`src/rtl/cfgs_pkg.sv`:
```
package cfgs_pkg;

    parameter int unsigned NREG     = 8;
    parameter int unsigned DW       = 8;
    parameter int unsigned PREAMBLE = 2;
    parameter logic [6:0]  DEV_ADDR = 7'h69;

    localparam int unsigned IW     = $clog2(NREG);
    localparam int unsigned BMAX   = 1 + PREAMBLE + NREG;
    localparam int unsigned BIW    = $clog2(BMAX + 1);
    localparam int unsigned FIRST  = 1 + PREAMBLE;
    localparam logic [DW-1:0] WR_BYTE = {DEV_ADDR, 1'b0};

    typedef enum logic [2:0] {
        FS_IDLE,
        FS_BITS,
        FS_ACKPEND,
        FS_ACK,
        FS_SKIP
    } fsm_t;

    typedef struct packed {
        logic scl_hi;
        logic sda;
        logic scl_rise;
        logic scl_fall;
        logic start;
        logic stop;
    } line_ev_t;

    function automatic logic [DW-1:0] reg_reset(input int unsigned idx);
        logic [DW-1:0] v;
        v = '0;
        if (idx == 0)
            v = 8'h0C;
        else if (idx >= 1 && idx <= 5)
            v = '1;
        return v;
    endfunction

endpackage

```
`src/rtl/cfgs_line_sync.sv`:
```
module cfgs_line_sync
    import cfgs_pkg::*;
(
    input  logic     clk,
    input  logic     rst,
    input  logic     scl_i,
    input  logic     sda_i,
    output line_ev_t ev
);
    logic [1:0] scl_sy;
    logic [1:0] sda_sy;
    logic       scl_q;
    logic       sda_q;

    always_ff @(posedge clk) begin
        if (rst) begin
            scl_sy <= 2'b11;
            sda_sy <= 2'b11;
            scl_q  <= 1'b1;
            sda_q  <= 1'b1;
        end else begin
            scl_sy <= {scl_sy[0], scl_i};
            sda_sy <= {sda_sy[0], sda_i};
            scl_q  <= scl_sy[1];
            sda_q  <= sda_sy[1];
        end
    end

    always_comb begin
        ev.scl_hi   = scl_sy[1];
        ev.sda      = sda_sy[1];
        ev.scl_rise = scl_sy[1] & ~scl_q;
        ev.scl_fall = ~scl_sy[1] & scl_q;
        ev.start    = scl_sy[1] & scl_q & sda_q & ~sda_sy[1];
        ev.stop     = scl_sy[1] & scl_q & ~sda_q & sda_sy[1];
    end

endmodule

```
`src/rtl/cfgs_rx_fsm.sv`:
```
module cfgs_rx_fsm
    import cfgs_pkg::*;
(
    input  logic          clk,
    input  logic          rst,
    input  logic          sleep_n,
    input  line_ev_t      ev,
    output logic          sda_pull,
    output logic          wr_en,
    output logic [IW-1:0] wr_idx,
    output logic [DW-1:0] wr_data
);
    fsm_t           state;
    logic [2:0]     bitcnt;
    logic [DW-1:0]  shreg;
    logic [BIW-1:0] byte_idx;
    logic [BIW-1:0] data_off;

    always_ff @(posedge clk) begin
        if (rst) begin
            state    <= FS_IDLE;
            bitcnt   <= '0;
            shreg    <= '0;
            byte_idx <= '0;
            sda_pull <= 1'b0;
        end else if (!sleep_n) begin
            state    <= FS_IDLE;
            sda_pull <= 1'b0;
        end else if (ev.start) begin
            state    <= FS_BITS;
            bitcnt   <= '0;
            byte_idx <= '0;
            sda_pull <= 1'b0;
        end else if (ev.stop) begin
            state    <= FS_IDLE;
            sda_pull <= 1'b0;
        end else begin
            unique case (state)
                FS_BITS: begin
                    if (ev.scl_rise) begin
                        shreg  <= {shreg[DW-2:0], ev.sda};
                        bitcnt <= bitcnt + 3'd1;
                        if (bitcnt == 3'd7)
                            state <= FS_ACKPEND;
                    end
                end
                FS_ACKPEND: begin
                    if (ev.scl_fall) begin
                        if (byte_idx == '0 && shreg != WR_BYTE) begin
                            state <= FS_SKIP;
                        end else begin
                            state    <= FS_ACK;
                            sda_pull <= 1'b1;
                        end
                    end
                end
                FS_ACK: begin
                    if (ev.scl_fall) begin
                        sda_pull <= 1'b0;
                        state    <= FS_BITS;
                        bitcnt   <= '0;
                        if (byte_idx != BIW'(BMAX))
                            byte_idx <= byte_idx + 1'b1;
                    end
                end
                default: ;
            endcase
        end
    end

    always_comb begin
        data_off = byte_idx - BIW'(FIRST);
        wr_idx   = data_off[IW-1:0];
        wr_data  = {shreg[DW-2:0], ev.sda};
        wr_en    = sleep_n && !ev.start && !ev.stop
                && state == FS_BITS && ev.scl_rise && bitcnt == 3'd7
                && byte_idx >= BIW'(FIRST) && byte_idx < BIW'(BMAX);
    end

    AST_PULL_ON_LOW: assert property (@(posedge clk) disable iff (rst)
        $rose(sda_pull) |-> !ev.scl_hi);
    AST_STOP_RELEASE: assert property (@(posedge clk) disable iff (rst)
        (ev.stop && sleep_n) |=> !sda_pull);
    AST_SKIP_SILENT: assert property (@(posedge clk) disable iff (rst)
        (state == FS_SKIP) |-> (!sda_pull && !wr_en));
    AST_NO_PULL_BITS: assert property (@(posedge clk) disable iff (rst)
        (state == FS_BITS) |-> !sda_pull);

endmodule

```
`src/rtl/cfgs_reg_bank.sv`:
```
module cfgs_reg_bank
    import cfgs_pkg::*;
(
    input  logic               clk,
    input  logic               rst,
    input  logic               wr_en,
    input  logic [IW-1:0]      wr_idx,
    input  logic [DW-1:0]      wr_data,
    output logic [NREG*DW-1:0] regs
);
    logic [NREG-1:0] sel;

    for (genvar g = 0; g < NREG; g++) begin : g_reg
        assign sel[g] = wr_en && (wr_idx == IW'(g));
        always_ff @(posedge clk) begin
            if (rst)
                regs[g*DW +: DW] <= reg_reset(g);
            else if (sel[g])
                regs[g*DW +: DW] <= wr_data;
        end
    end

    AST_ONE_WRITE: assert property (@(posedge clk) disable iff (rst)
        $onehot0(sel));

endmodule

```
`src/rtl/cfgs_twowire_slave.sv`:
```
module cfgs_twowire_slave
    import cfgs_pkg::*;
(
    input  logic               clk,
    input  logic               rst,
    input  logic               sleep_n,
    input  logic               scl_i,
    input  logic               sda_i,
    output logic               sda_pull_o,
    output logic [NREG*DW-1:0] cfg_regs_o
);
    line_ev_t      ev;
    logic          wr_en;
    logic [IW-1:0] wr_idx;
    logic [DW-1:0] wr_data;

    cfgs_line_sync u_sync (
        .clk   (clk),
        .rst   (rst),
        .scl_i (scl_i),
        .sda_i (sda_i),
        .ev    (ev)
    );

    cfgs_rx_fsm u_fsm (
        .clk      (clk),
        .rst      (rst),
        .sleep_n  (sleep_n),
        .ev       (ev),
        .sda_pull (sda_pull_o),
        .wr_en    (wr_en),
        .wr_idx   (wr_idx),
        .wr_data  (wr_data)
    );

    cfgs_reg_bank u_bank (
        .clk     (clk),
        .rst     (rst),
        .wr_en   (wr_en),
        .wr_idx  (wr_idx),
        .wr_data (wr_data),
        .regs    (cfg_regs_o)
    );

    AST_SLEEP_QUIET: assert property (@(posedge clk) disable iff (rst)
        !sleep_n |=> !sda_pull_o);
    AST_SLEEP_HOLD: assert property (@(posedge clk) disable iff (rst)
        !sleep_n |=> $stable(cfg_regs_o));

endmodule

```
`config.mk`:
```
export PLATFORM = sky130hd
export DESIGN_NAME = cfgs_twowire_slave
export DESIGN_NICKNAME = d
export VERILOG_FILES = /design/src/rtl/cfgs_pkg.sv /design/src/rtl/cfgs_line_sync.sv /design/src/rtl/cfgs_rx_fsm.sv /design/src/rtl/cfgs_reg_bank.sv /design/src/rtl/cfgs_twowire_slave.sv
export SDC_FILE = /design/constraint.sdc
export NUM_CORES = 1
export LEC_CHECK = 0
export BUFFER_PORTS_ARGS = -buffer_cell sky130_fd_sc_hd__buf_2
export CAP_MARGIN = 20
export CORE_MARGIN = 4
export CORE_UTILIZATION = 45
export CTS_CLUSTER_SIZE = 10
export DETAILED_ROUTE_END_ITERATION = 6
export PLACE_DENSITY = 0.77
export SYNTH_ARGS = -nofsm -noshare
export SYNTH_HDL_FRONTEND = slang
export SYNTH_HIERARCHICAL = 1
export SYNTH_SLANG_ARGS = --single-unit
```
`constraint.sdc`:
```
create_clock -name clk -period 2.8 [get_ports clk]
set_input_delay 0.42 -clock clk [delete_from_list [all_inputs] [get_ports clk]]
set_output_delay 0.42 -clock clk [all_outputs]
set_load 0.02 [all_outputs]
```
After elaboration in Yosys (flattened, before gate mapping)
Cells that the tools add are included.
- output and inout port bits: 65
- logic and storage cells: 119
- register bits after elaboration: 89
- multiplexer cells: 22
- add/sub/neg operators: 3
- equality and inequality tests: 25
- order comparisons: 2
- reduce and logical (&&, ||, !) cells: 35
- bitwise logic cells: 14
- operators by type and width (operator ; number):
    $mux W3 ; 9
    $reduce_and A5 Y1 ; 5
    $mux W4 ; 5
    $logic_and A1 B1 Y1 ; 16
    $eq A3 B3 Y1 const B ; 5
    $eq A3 B2 Y1 const B ; 4
    $pmux W3 S3 ; 1
    $ne A4 B1 Y1 const B ; 2
    $ne A4 B2 Y1 const B ; 2
    $ne A8 B8 Y1 const B ; 1
    $reduce_bool A2 Y1 ; 4
    $and A1 B1 Y1 ; 7
    $not A1 Y1 ; 7
    $eq A3 B1 Y1 const B ; 2
    $ne A2 B1 Y1 const B ; 3
    $ne A2 B2 Y1 const B ; 3
    $pmux W3 S2 ; 1
    $reduce_bool A3 Y1 ; 2
    $mux W1 ; 5
    $reduce_bool A5 Y1 ; 1
    $add A4 B1 Y4 const B ; 1
    $ge A4 B2 Y1 const B ; 1
    $logic_not A4 Y1 ; 1
    $lt A4 B4 Y1 const B ; 1
    other kinds (11) ; 12

Logic depth before layout (Yosys ltp)
Gate-level depths: netlist of the first run.
- word-level depth: 12
- gate-level depth with buffers: 8
- mapped depth without buffers: 6

Hierarchy
The synthesis of the first run kept the hierarchy.
- modules (own cells, without submodules) (module ; area an instance (um^2) ; sequential area each (um^2) ; instances ; cells each):
    cfgs_reg_bank ; 2459.9 ; 1281.2 ; 1 ; 232
    cfgs_rx_fsm ; 1053.5 ; 380.4 ; 1 ; 121
    cfgs_line_sync ; 205.2 ; 120.1 ; 1 ; 18

Least setup slack after synthesis of the first run
No wires, ideal clock.
- path type: register to register
- from: register u_sync.scl_sy[1]
- to: register u_bank.regs[2]
- library setup time: 0.131 ns
- path slack: 0.304 ns
- data arrival time: 2.364 ns
- clock period less this slack: 2.496 ns
- cell stages (with the launch flop): 9
- path through: dfxtp_1 and4b_1 clkbuf_1 or4_1 buf_6 nor2_1 or4b_1 buf_6 mux2i_1
- RTL lines (element ; RTL line ; text):
    start: declaration ; cfgs_line_sync.sv:10 ; logic [1:0] scl_sy;
    start signal: assignment ; cfgs_line_sync.sv:22 ; scl_sy <= {scl_sy[0], scl_i};
    end signal: indexed assignment ; cfgs_reg_bank.sv:17 ; regs[g*DW +: DW] <= reg_reset(g);
    end signal: indexed assignment ; cfgs_reg_bank.sv:19 ; regs[g*DW +: DW] <= wr_data;
    end: declaration ; cfgs_reg_bank.sv:9 ; output logic [NREG*DW-1:0] regs

==> impl_metrics.env, run 1 <==
export IMPL_drive_above_1_share_pct=22.9
export IMPL_setup_worst_path_class="register to register"
export IMPL_avgRoutedWirePerCell_um=14.8
export IMPL_setup_ws_ns=0.313
export IMPL_grt_ovfl_total=0
export IMPL_relSlewSlack_pct=44.1
export IMPL_worst_setup_path_start_kind="register"
export IMPL_grt_pass1_wl_mm=12.8
export IMPL_cp_arrival_ns=2.70
export IMPL_tns_ns=0
export IMPL_viasPerCell=5.13
export IMPL_cts_clk_slew_worst_paths_ns=0.10
export IMPL_clockBufferDepth=2
export IMPL_post_dp_hpwl_mm=5.63
export IMPL_min_period_ns=2.49
export IMPL_gp_congestion=0.842
export IMPL_drc=0
export IMPL_grt_max_degree=48
export IMPL_synth_nets=379
export IMPL_io_pins=70
export IMPL_area_growth_pct=14.8
export IMPL_cts_max_level=3
export IMPL_cts_root_buf="clkbuf_8"
export IMPL_period_share_pct=88.8
export IMPL_grtUsageTotal_pct=16.2
export IMPL_rows=32
export IMPL_ir_drop_mv=0.371
export IMPL_regArea_mm2=0.00178
export IMPL_final_max_slew_viol_count=0
export IMPL_drv_cap=0
export IMPL_routed_wl_mm=7.93
export IMPL_die_area_mm2=0.00976
export IMPL_die_x_um=98.8
export IMPL_n_fill_cell=704
export IMPL_max_freq_mhz=402
export IMPL_worst_slew_pin_slew_ns=0.827
export IMPL_start_util_pct=47.0
export IMPL_io_buffers=69
export IMPL_crit_fanout=11
export IMPL_power_density_mw_per_mm2=516
export IMPL_final_nets=436
export IMPL_num_vias=2741
export IMPL_dr_pass1_iters=4
export IMPL_post_cts_buffers=0
export IMPL_synth_area_per_cell_um2=10.0
export IMPL_leakage_nw=1.97
export IMPL_holdBufCountCts=0
export IMPL_clk_latency_ns=0.37
export IMPL_dpl_worst_slack_ns=0.338
export IMPL_synthCells=370
export IMPL_status="finished clean"
export IMPL_die_h_um=98.8
export IMPL_clock_sinks=89
export IMPL_min_path_type="input pin to register"
export IMPL_cts_buffers=9
export IMPL_cts_resized=0
export IMPL_required_ns=3.02
export IMPL_finalSetupViolCount=0
export IMPL_num_antenna_cells=0
export IMPL_grt_pass1_vias=2542
export IMPL_coreArea_mm2=0.00789
export IMPL_netlist_area_mm2=0.00371
export IMPL_drtAntennaViolNets=0
export IMPL_fin_worst_skew_ns=0.0152
export IMPL_tritoncts="built"
export IMPL_hold_violations=0
export IMPL_drtIter0Drc=66
export IMPL_rsz0062_at_grt="no"
export IMPL_yosys_warnings=6
export IMPL_multi_input_area_mm2=0.00174
export IMPL_end_kind="register"
export IMPL_antenna_found_initial=0
-- worst max-delay path, cell delays in order, from the launching register on --
cell and delay (ns):
dfxtp_1 0.40, and4b_1 0.32, or4_1 0.58, nor2_1 0.14
or4b_1 0.71, mux2i_1 0.20
-- worst paths after layout --
path / start / endpoint / slack, ns / depth (start not counted)
max: u_sync/sda_sy[1] / u_bank/regs[3] / 0.31 / 5
min: sda_i / u_sync/sda_sy[0] / 0.23 / 2
max reg2reg: u_sync/sda_sy[1] / u_bank/regs[3] / 0.31 / 5
min reg2reg: u_sync/sda_sy[0] / u_sync/sda_sy[1] / 0.41 / 1
-- power breakdown --
part	switching [mW]	leakage [nW]	internal, mW
Clock	0.515	0.0962	0.349
Combinational	0.0433	1.16	0.0209
Sequential	0.00317	0.720	1.27
-- layout by cell type, fill, tap and decap left out, types with 2 or more instances in the layout --
master     count
dfxtp_1       89
mux2i_1       76
buf_2         69
nor2_1        64
nand2b_1      35
clkbuf_8       9
buf_4          8
nand2_1        8
a21oi_1        6
or2_1          6
inv_1          5
nor2b_1        4
ha_1           4
inv_8          3
nand4bb_1      3
or3_1          3
nand3_1        3
inv_6          2
nand4b_1       2
xnor2_1        2
o21ai_0        2
nor4_1         2
nor3b_1        2
a211oi_1       2
nand3b_1       2
o41ai_1        2
a31oi_1        2
and4b_1        2
-- cell type report --
class,count,share of cell area (%)
clock inverters,7,1.59
inverters,5,0.440
clock buffers,9,2.91
repair buffers,77,9.51
flip-flops and latches,89,41.8
multi-input cells,245,40.8
well taps,102,2.99
-- sequential cells by signal (all words and copies together), names as in the netlist --
signal          flops
u_bank/regs        64
u_fsm/bitcnt        3
u_fsm/byte_idx      4
u_fsm/sda_pull      1
u_fsm/shreg         8
u_fsm/state         3
u_sync/scl_q        1
u_sync/scl_sy       2
u_sync/sda_q        1
u_sync/sda_sy       2
-- metal layers --
| metal | vias up | GRT usage, % | wire [um] |
|---|---|---|---|
| met5 | - | 0 | 0 |
| met4 | 0 | 3.89 | 47 |
| met3 | 4 | 5.66 | 459 |
| met2 | 75 | 25.5 | 3690 |
| met1 | 1299 | 21.4 | 3730 |
| li1 | 1363 | - | - |
-- metrics by stage --
step	cell area [um2]	util, %	total power, mW	instances	hold slack [ns]
5_1_grt	4260	54.0	2.29	534	0.201
3_3_place_gp	4070	51.6	1.36	518	0.390
2_1_floorplan	3710	-	1.35	370	0.383
6_report	4260	54.0	2.20	534	0.225
3_5_place_dp	4070	51.6	1.37	518	0.389
4_1_cts	4260	54.0	2.22	534	0.207
(Power assumes the default switching activity.)
==> run 2, diff against run 1 <==
--- a/config.mk
+++ b/config.mk
@@ -8,10 +8,11 @@
 export BUFFER_PORTS_ARGS = -buffer_cell sky130_fd_sc_hd__buf_2
 export CAP_MARGIN = 20
 export CORE_MARGIN = 4
-export CORE_UTILIZATION = 45
+export CORE_UTILIZATION = 52
 export CTS_CLUSTER_SIZE = 10
 export DETAILED_ROUTE_END_ITERATION = 6
-export PLACE_DENSITY = 0.77
+export PLACE_DENSITY = 0.86
+export RECOVER_POWER = 50
 export SYNTH_ARGS = -nofsm -noshare
 export SYNTH_HDL_FRONTEND = slang
 export SYNTH_HIERARCHICAL = 1
==> run 2 against run 1 <==
Compared with the run above:
- die area decreased by 12%
- combinational power decreased by 1%
- global-route usage increased by 3.5 points
- final area decreased by 2.0%
- highest routed layer unchanged
- sequential share of layout area increased by 0.84 points
- wire length increased by 3.9%
- sequential cell count unchanged
- total power increased by 1.2%
- largest power group unchanged
==> impl_metrics.env, run 2 (synthesized netlist as in run 1, its figures left out) <==
export IMPL_worst_slew_pin_slew_ns=1.35
export IMPL_die_area_mm2=0.00855
export IMPL_min_period_ns=2.51
export IMPL_largestRegisters="u_bank/regs (64), u_fsm/shreg (8), u_fsm/byte_idx (4)"
export IMPL_dpl_cell_area_mm2=0.00406
export IMPL_cts_clk_slew_worst_paths_ns=0.09
export IMPL_final_cell_mix="89 x dfxtp_1, 76 x mux2i_1, 67 x clkbuf_1"
export IMPL_drtIter0Drc=120
export IMPL_antenna_found_initial=0
export IMPL_clockBufferDepth=2
export IMPL_drv_cap=0
export IMPL_r2r_start="u_sync/sda_sy[1]"
export IMPL_hold_violations=0
export IMPL_finalSetupViolCount=0
export IMPL_io_buffers=69
export IMPL_cts_resized=0
export IMPL_relSlewSlack_pct=10.1
export IMPL_startpoint="u_sync/sda_sy[1]"
export IMPL_wl_met1_mm=3.62
export IMPL_avgRoutedWirePerCell_um=15.6
export IMPL_worst_setup_path_start_kind="register"
export IMPL_ff2ff_path_depth=5
export IMPL_mostFrequentLayoutCell="dfxtp_1"
export IMPL_final_max_slew_viol_count=0
export IMPL_power_density_mw_per_mm2=533
export IMPL_drtAntennaViolNets=0
export IMPL_start_util_pct=54.0
export IMPL_area_growth_pct=12.6
export IMPL_post_dp_hpwl_mm=5.77
export IMPL_post_cts_buffers=0
export IMPL_tritoncts="built"
export IMPL_rsz0062_at_grt="no"
export IMPL_cp_arrival_ns=2.72
export IMPL_viasPerCell=5.28
export IMPL_grt_pass1_wl_mm=13.4
export IMPL_holdBufCountCts=0
export IMPL_end_kind="register"
export IMPL_postLayoutCellArea_mm2=0.00418
export IMPL_cp_cell_sequence="and4b_1 > or4_1 > nor2_1 > or4b_1 > mux2i_1"
export IMPL_die_x_um=92.5
export IMPL_cts_root_buf="clkbuf_8"
export IMPL_cpPeakStageDelay_ns=0.70
export IMPL_cts_buffers=9
export IMPL_cts_max_level=3
export IMPL_wl_met2_mm=4.03
export IMPL_period_share_pct=89.5
export IMPL_clk_latency_ns=0.36
export IMPL_min_delay_start="scl_i"
export IMPL_total_power_mw=2.23
export IMPL_wl_met3_um=490
export IMPL_grtUsageTotal_pct=19.7
export IMPL_num_antenna_cells=0
export IMPL_clock_sinks=89
export IMPL_leakage_nw=1.82
export IMPL_min_path_type="input pin to register"
export IMPL_drc=0
export IMPL_num_vias=2790
export IMPL_dr_pass1_iters=4
export IMPL_coreArea_mm2=0.00687
export IMPL_fin_worst_skew_ns=0.0118
export IMPL_grt_pass1_vias=2786
export IMPL_ir_drop_mv=0.451
export IMPL_setup_worst_path_class="register to register"
export IMPL_regMostFlops="u_bank/regs"
export IMPL_grt_max_degree=44
export IMPL_timing_hold_ws_ns=0.242
export IMPL_status="finished clean"
export IMPL_die_h_um=92.5
export IMPL_rows=30
export IMPL_tns_ns=0
export IMPL_n_fill_cell=599
export IMPL_top_layer="met4"
export IMPL_gp_congestion=0.866
export IMPL_io_pins=70
export IMPL_grt_ovfl_total=0
export IMPL_cp_slowest_cell="or4b_1"
export IMPL_holdPathStages=2
export IMPL_drive_above_1_share_pct=7.41
export IMPL_final_nets=436
export IMPL_required_ns=3.01
export IMPL_routed_wl_mm=8.23
export IMPL_max_freq_mhz=399
export IMPL_largest_reg_flops=64
export IMPL_crit_fanout=11
==> run 2: cell types whose count changed in the layout (fill, tap and decap cells not counted), sizes merged <==
cell	before	now
buf	77	9
bufinv	0	1
clkbuf	9	77
clkinv	1	4
inv	10	6
==> run 2: worst paths after layout <==
check,to,slack [ns]
setup / recovery,u_bank/regs[2],0.29
hold / removal,u_sync/scl_sy[0],0.24
hold reg to reg,u_sync/scl_sy[1],0.41
setup reg to reg,u_bank/regs[2],0.29
==> run 2: report_power, final <==
part	switching, mW	leakage (nW)	total [mW]	internal (mW)
registers	0.00313	0.720	1.27	1.27
clock network	0.471	0.101	0.892	0.421
logic	0.0434	1.00	0.0634	0.0200
==> run 2: metrics by stage <==
step	worst slack [ns]	std cells	utilization, %
after floorplan	0.311	370	-
after global placement	0.380	512	59.1
after detailed placement	0.329	512	59.1
after CTS	0.314	528	62.1
after global routing	0.136	528	60.8
final	0.293	528	60.8
==> run 2: final cells by class <==
class                      instances  area [um2]  area share (%)
inverter                           5        18.8           0.449
multi-input combinational        245        1740            41.6
clock buffer                       9         124            2.96
timing repair buffer              77         317            7.58
sequential                        89        1780            42.6
clock inverter                     7        80.1            1.92
tap                               96         120            2.88
==> run 2: routing by layer <==
layer  global-route usage, %  vias up
li1                        -     1359
met1                    25.3     1344
met2                    32.3       78
met3                    5.28        9
met4                    5.94        0
met5                       0        -
==> run 2: worst max-delay path, delay by kind of cell, from the launching register on <==
family | cells | cell delay, ns
DFF | 1 | 0.40
muxes | 1 | 0.20
and+or+nand+nor | 4 | 1.76
==> run 3, diff against run 2 <==
--- a/config.mk
+++ b/config.mk
@@ -8,10 +8,10 @@
 export BUFFER_PORTS_ARGS = -buffer_cell sky130_fd_sc_hd__buf_2
 export CAP_MARGIN = 20
 export CORE_MARGIN = 4
-export CORE_UTILIZATION = 52
+export CORE_UTILIZATION = 49
 export CTS_CLUSTER_SIZE = 10
 export DETAILED_ROUTE_END_ITERATION = 6
-export PLACE_DENSITY = 0.86
+export PLACE_DENSITY = 0.85
 export RECOVER_POWER = 50
 export SYNTH_ARGS = -nofsm -noshare
 export SYNTH_HDL_FRONTEND = slang
==> constraint.sdc (replaced) <==
create_clock -name clk -period 2.25 [get_ports clk]
set_input_delay 0.3375 -clock clk [delete_from_list [all_inputs] [get_ports clk]]
set_output_delay 0.3375 -clock clk [all_outputs]
set_load 0.02 [all_outputs]
==> run 3 against run 2 <==
Compared with the run above:
- combinational power increased by 39%
- count of clock-buffer cells in the layout grew 1
- die area up 5.6%
- utilization down 2.5 points
- critical path type unchanged
- critical endpoint is now u_bank/regs[3]
- largest cell class unchanged
- largest power group unchanged
==> impl_metrics.env, run 3 (synthesized netlist as in run 1, its figures left out) <==
export IMPL_ff2ff_path_depth=6
export IMPL_whs_endpoint="u_sync/sda_sy[0]"
export IMPL_grt_ovfl_total=0
export IMPL_area_growth_pct=14.5
export IMPL_final_util_pct=58.3
export IMPL_r2r_start="u_sync/scl_sy[1]"
export IMPL_io_buffers=69
export IMPL_gp_congestion=0.867
export IMPL_avgRoutedWirePerCell_um=15.5
export IMPL_grt_pass1_vias=2745
export IMPL_routed_wl_mm=8.30
export IMPL_largest_reg_flops=64
export IMPL_min_period_ns=2.14
export IMPL_drtAntennaViolNets=0
export IMPL_io_pins=70
export IMPL_tritoncts="built"
export IMPL_antenna_found_initial=0
export IMPL_startpoint="u_sync/scl_sy[1]"
export IMPL_post_cts_buffers=0
export IMPL_status="finished clean"
export IMPL_relSlewSlack_pct=13.0
export IMPL_post_dp_hpwl_mm=5.79
export IMPL_cts_max_level=3
export IMPL_tns_ns=0
export IMPL_drv_cap=0
export IMPL_period_share_pct=95.2
export IMPL_n_fill_cell=680
export IMPL_min_path_type="input pin to register"
export IMPL_power_density_mw_per_mm2=655
export IMPL_regMostFlops="u_bank/regs"
export IMPL_rsz0062_at_grt="no"
export IMPL_leakage_nw=1.85
export IMPL_setup_worst_path_class="register to register"
export IMPL_reg2reg_to="u_bank/regs[3]"
export IMPL_crit_fanout=8
export IMPL_finalSetupViolCount=0
export IMPL_grtUsageTotal_pct=18.8
export IMPL_holdPathStages=2
export IMPL_viasPerCell=5.25
export IMPL_r2r_slack_ns=0.11
export IMPL_grt_max_degree=50
export IMPL_clockBufferDepth=2
export IMPL_timing_hold_ws_ns=0.159
export IMPL_worst_setup_path_start_kind="register"
export IMPL_fin_worst_skew_ns=0.00923
export IMPL_holdBufCountCts=0
export IMPL_num_vias=2808
export IMPL_cp_arrival_ns=2.35
export IMPL_ir_drop_mv=0.412
export IMPL_cts_buffers=9
export IMPL_hold_violations=0
export IMPL_start_util_pct=50.9
export IMPL_die_h_um=95.0
export IMPL_coreArea_mm2=0.00729
export IMPL_die_x_um=95.0
export IMPL_mostFrequentLayoutCell="dfxtp_1"
export IMPL_rows=31
export IMPL_largestRegisters="u_bank/regs (64), u_fsm/shreg (8), u_fsm/byte_idx (4)"
export IMPL_max_freq_mhz=467
export IMPL_min_delay_start="sda_i"
export IMPL_grt_pass1_wl_mm=13.2
export IMPL_final_nets=440
export IMPL_dr_pass1_iters=4
export IMPL_die_area_mm2=0.00903
export IMPL_num_antenna_cells=0
export IMPL_end_kind="register"
export IMPL_drive_above_1_share_pct=9.17
export IMPL_cts_resized=0
export IMPL_drtIter0Drc=134
export IMPL_clock_sinks=89
export IMPL_final_max_slew_viol_count=0
export IMPL_cts_clk_slew_worst_paths_ns=0.09
export IMPL_worst_slew_pin_slew_ns=1.30
export IMPL_drc=0
export IMPL_clk_latency_ns=0.36
export IMPL_required_ns=2.46
export IMPL_final_cell_mix="88 x dfxtp_1, 76 x mux2i_1, 67 x clkbuf_1"
export IMPL_cts_root_buf="clkbuf_8"
run 3: through the flow:
stage / worst slack (ns) / total power [mW] / area, um2 / instances
after floorplan: 0.0136 / 1.68 / 3740 / 370
after global placement: 0.166 / 1.70 / 4130 / 519
after detailed placement: 0.0784 / 1.71 / 4130 / 519
after CTS: 0.0515 / 2.80 / 4330 / 535
after global routing: 0.0150 / 2.88 / 4250 / 535
final: 0.108 / 2.78 / 4250 / 535
run 3: layout make-up:
| cell class | count | area, um2 | share of cell area (%) |
|---|---|---|---|
| clock buffers | 10 | 138 | 3.24 |
| inverters | 5 | 18.8 | 0.442 |
| clock inverters | 6 | 65.1 | 1.53 |
| repair buffers | 81 | 362 | 8.51 |
| flip-flops and latches | 89 | 1780 | 41.9 |
| multi-input cells | 245 | 1760 | 41.4 |
| well taps | 99 | 124 | 2.91 |
run 3: worst max-delay path by stage:
| stage | end | slack (ns) | depth (start not counted) |
|---|---|---|---|
| 3_3_place_gp | u_bank/regs[2] | 0.17 | 6 |
| 2_1_floorplan | u_bank/regs[2] | 0.01 | 8 |
| 5_1_grt | u_bank/regs[61] | 0.01 | 7 |
| 6_report | u_bank/regs[3] | 0.11 | 6 |
| 4_1_cts | u_bank/regs[23] | 0.05 | 7 |
| 3_5_place_dp | u_bank/regs[48] | 0.08 | 7 |
run 3: metal layers:
metal	GRT usage, %	vias up	part of all wire (%)
met2	31.7	85	49
met3	5.68	9	5.5
li1	-	1369	-
met1	23.3	1345	45
met5	0	-	0
met4	5.65	0	0.98
run 3: report_power, final:
part           switching, mW  internal (mW)  total (mW)
Clock                  0.567          0.546        1.11
Sequential           0.00322           1.58        1.58
Combinational         0.0575         0.0309      0.0884
run 3: critical path, cell delays in order (launching register included):
cell	delay [ns]
dfxtp_2	0.36
nor2b_2	0.16
nand2b_1	0.10
or4_4	0.55
nor2_4	0.10
or4b_4	0.57
mux2i_1	0.16
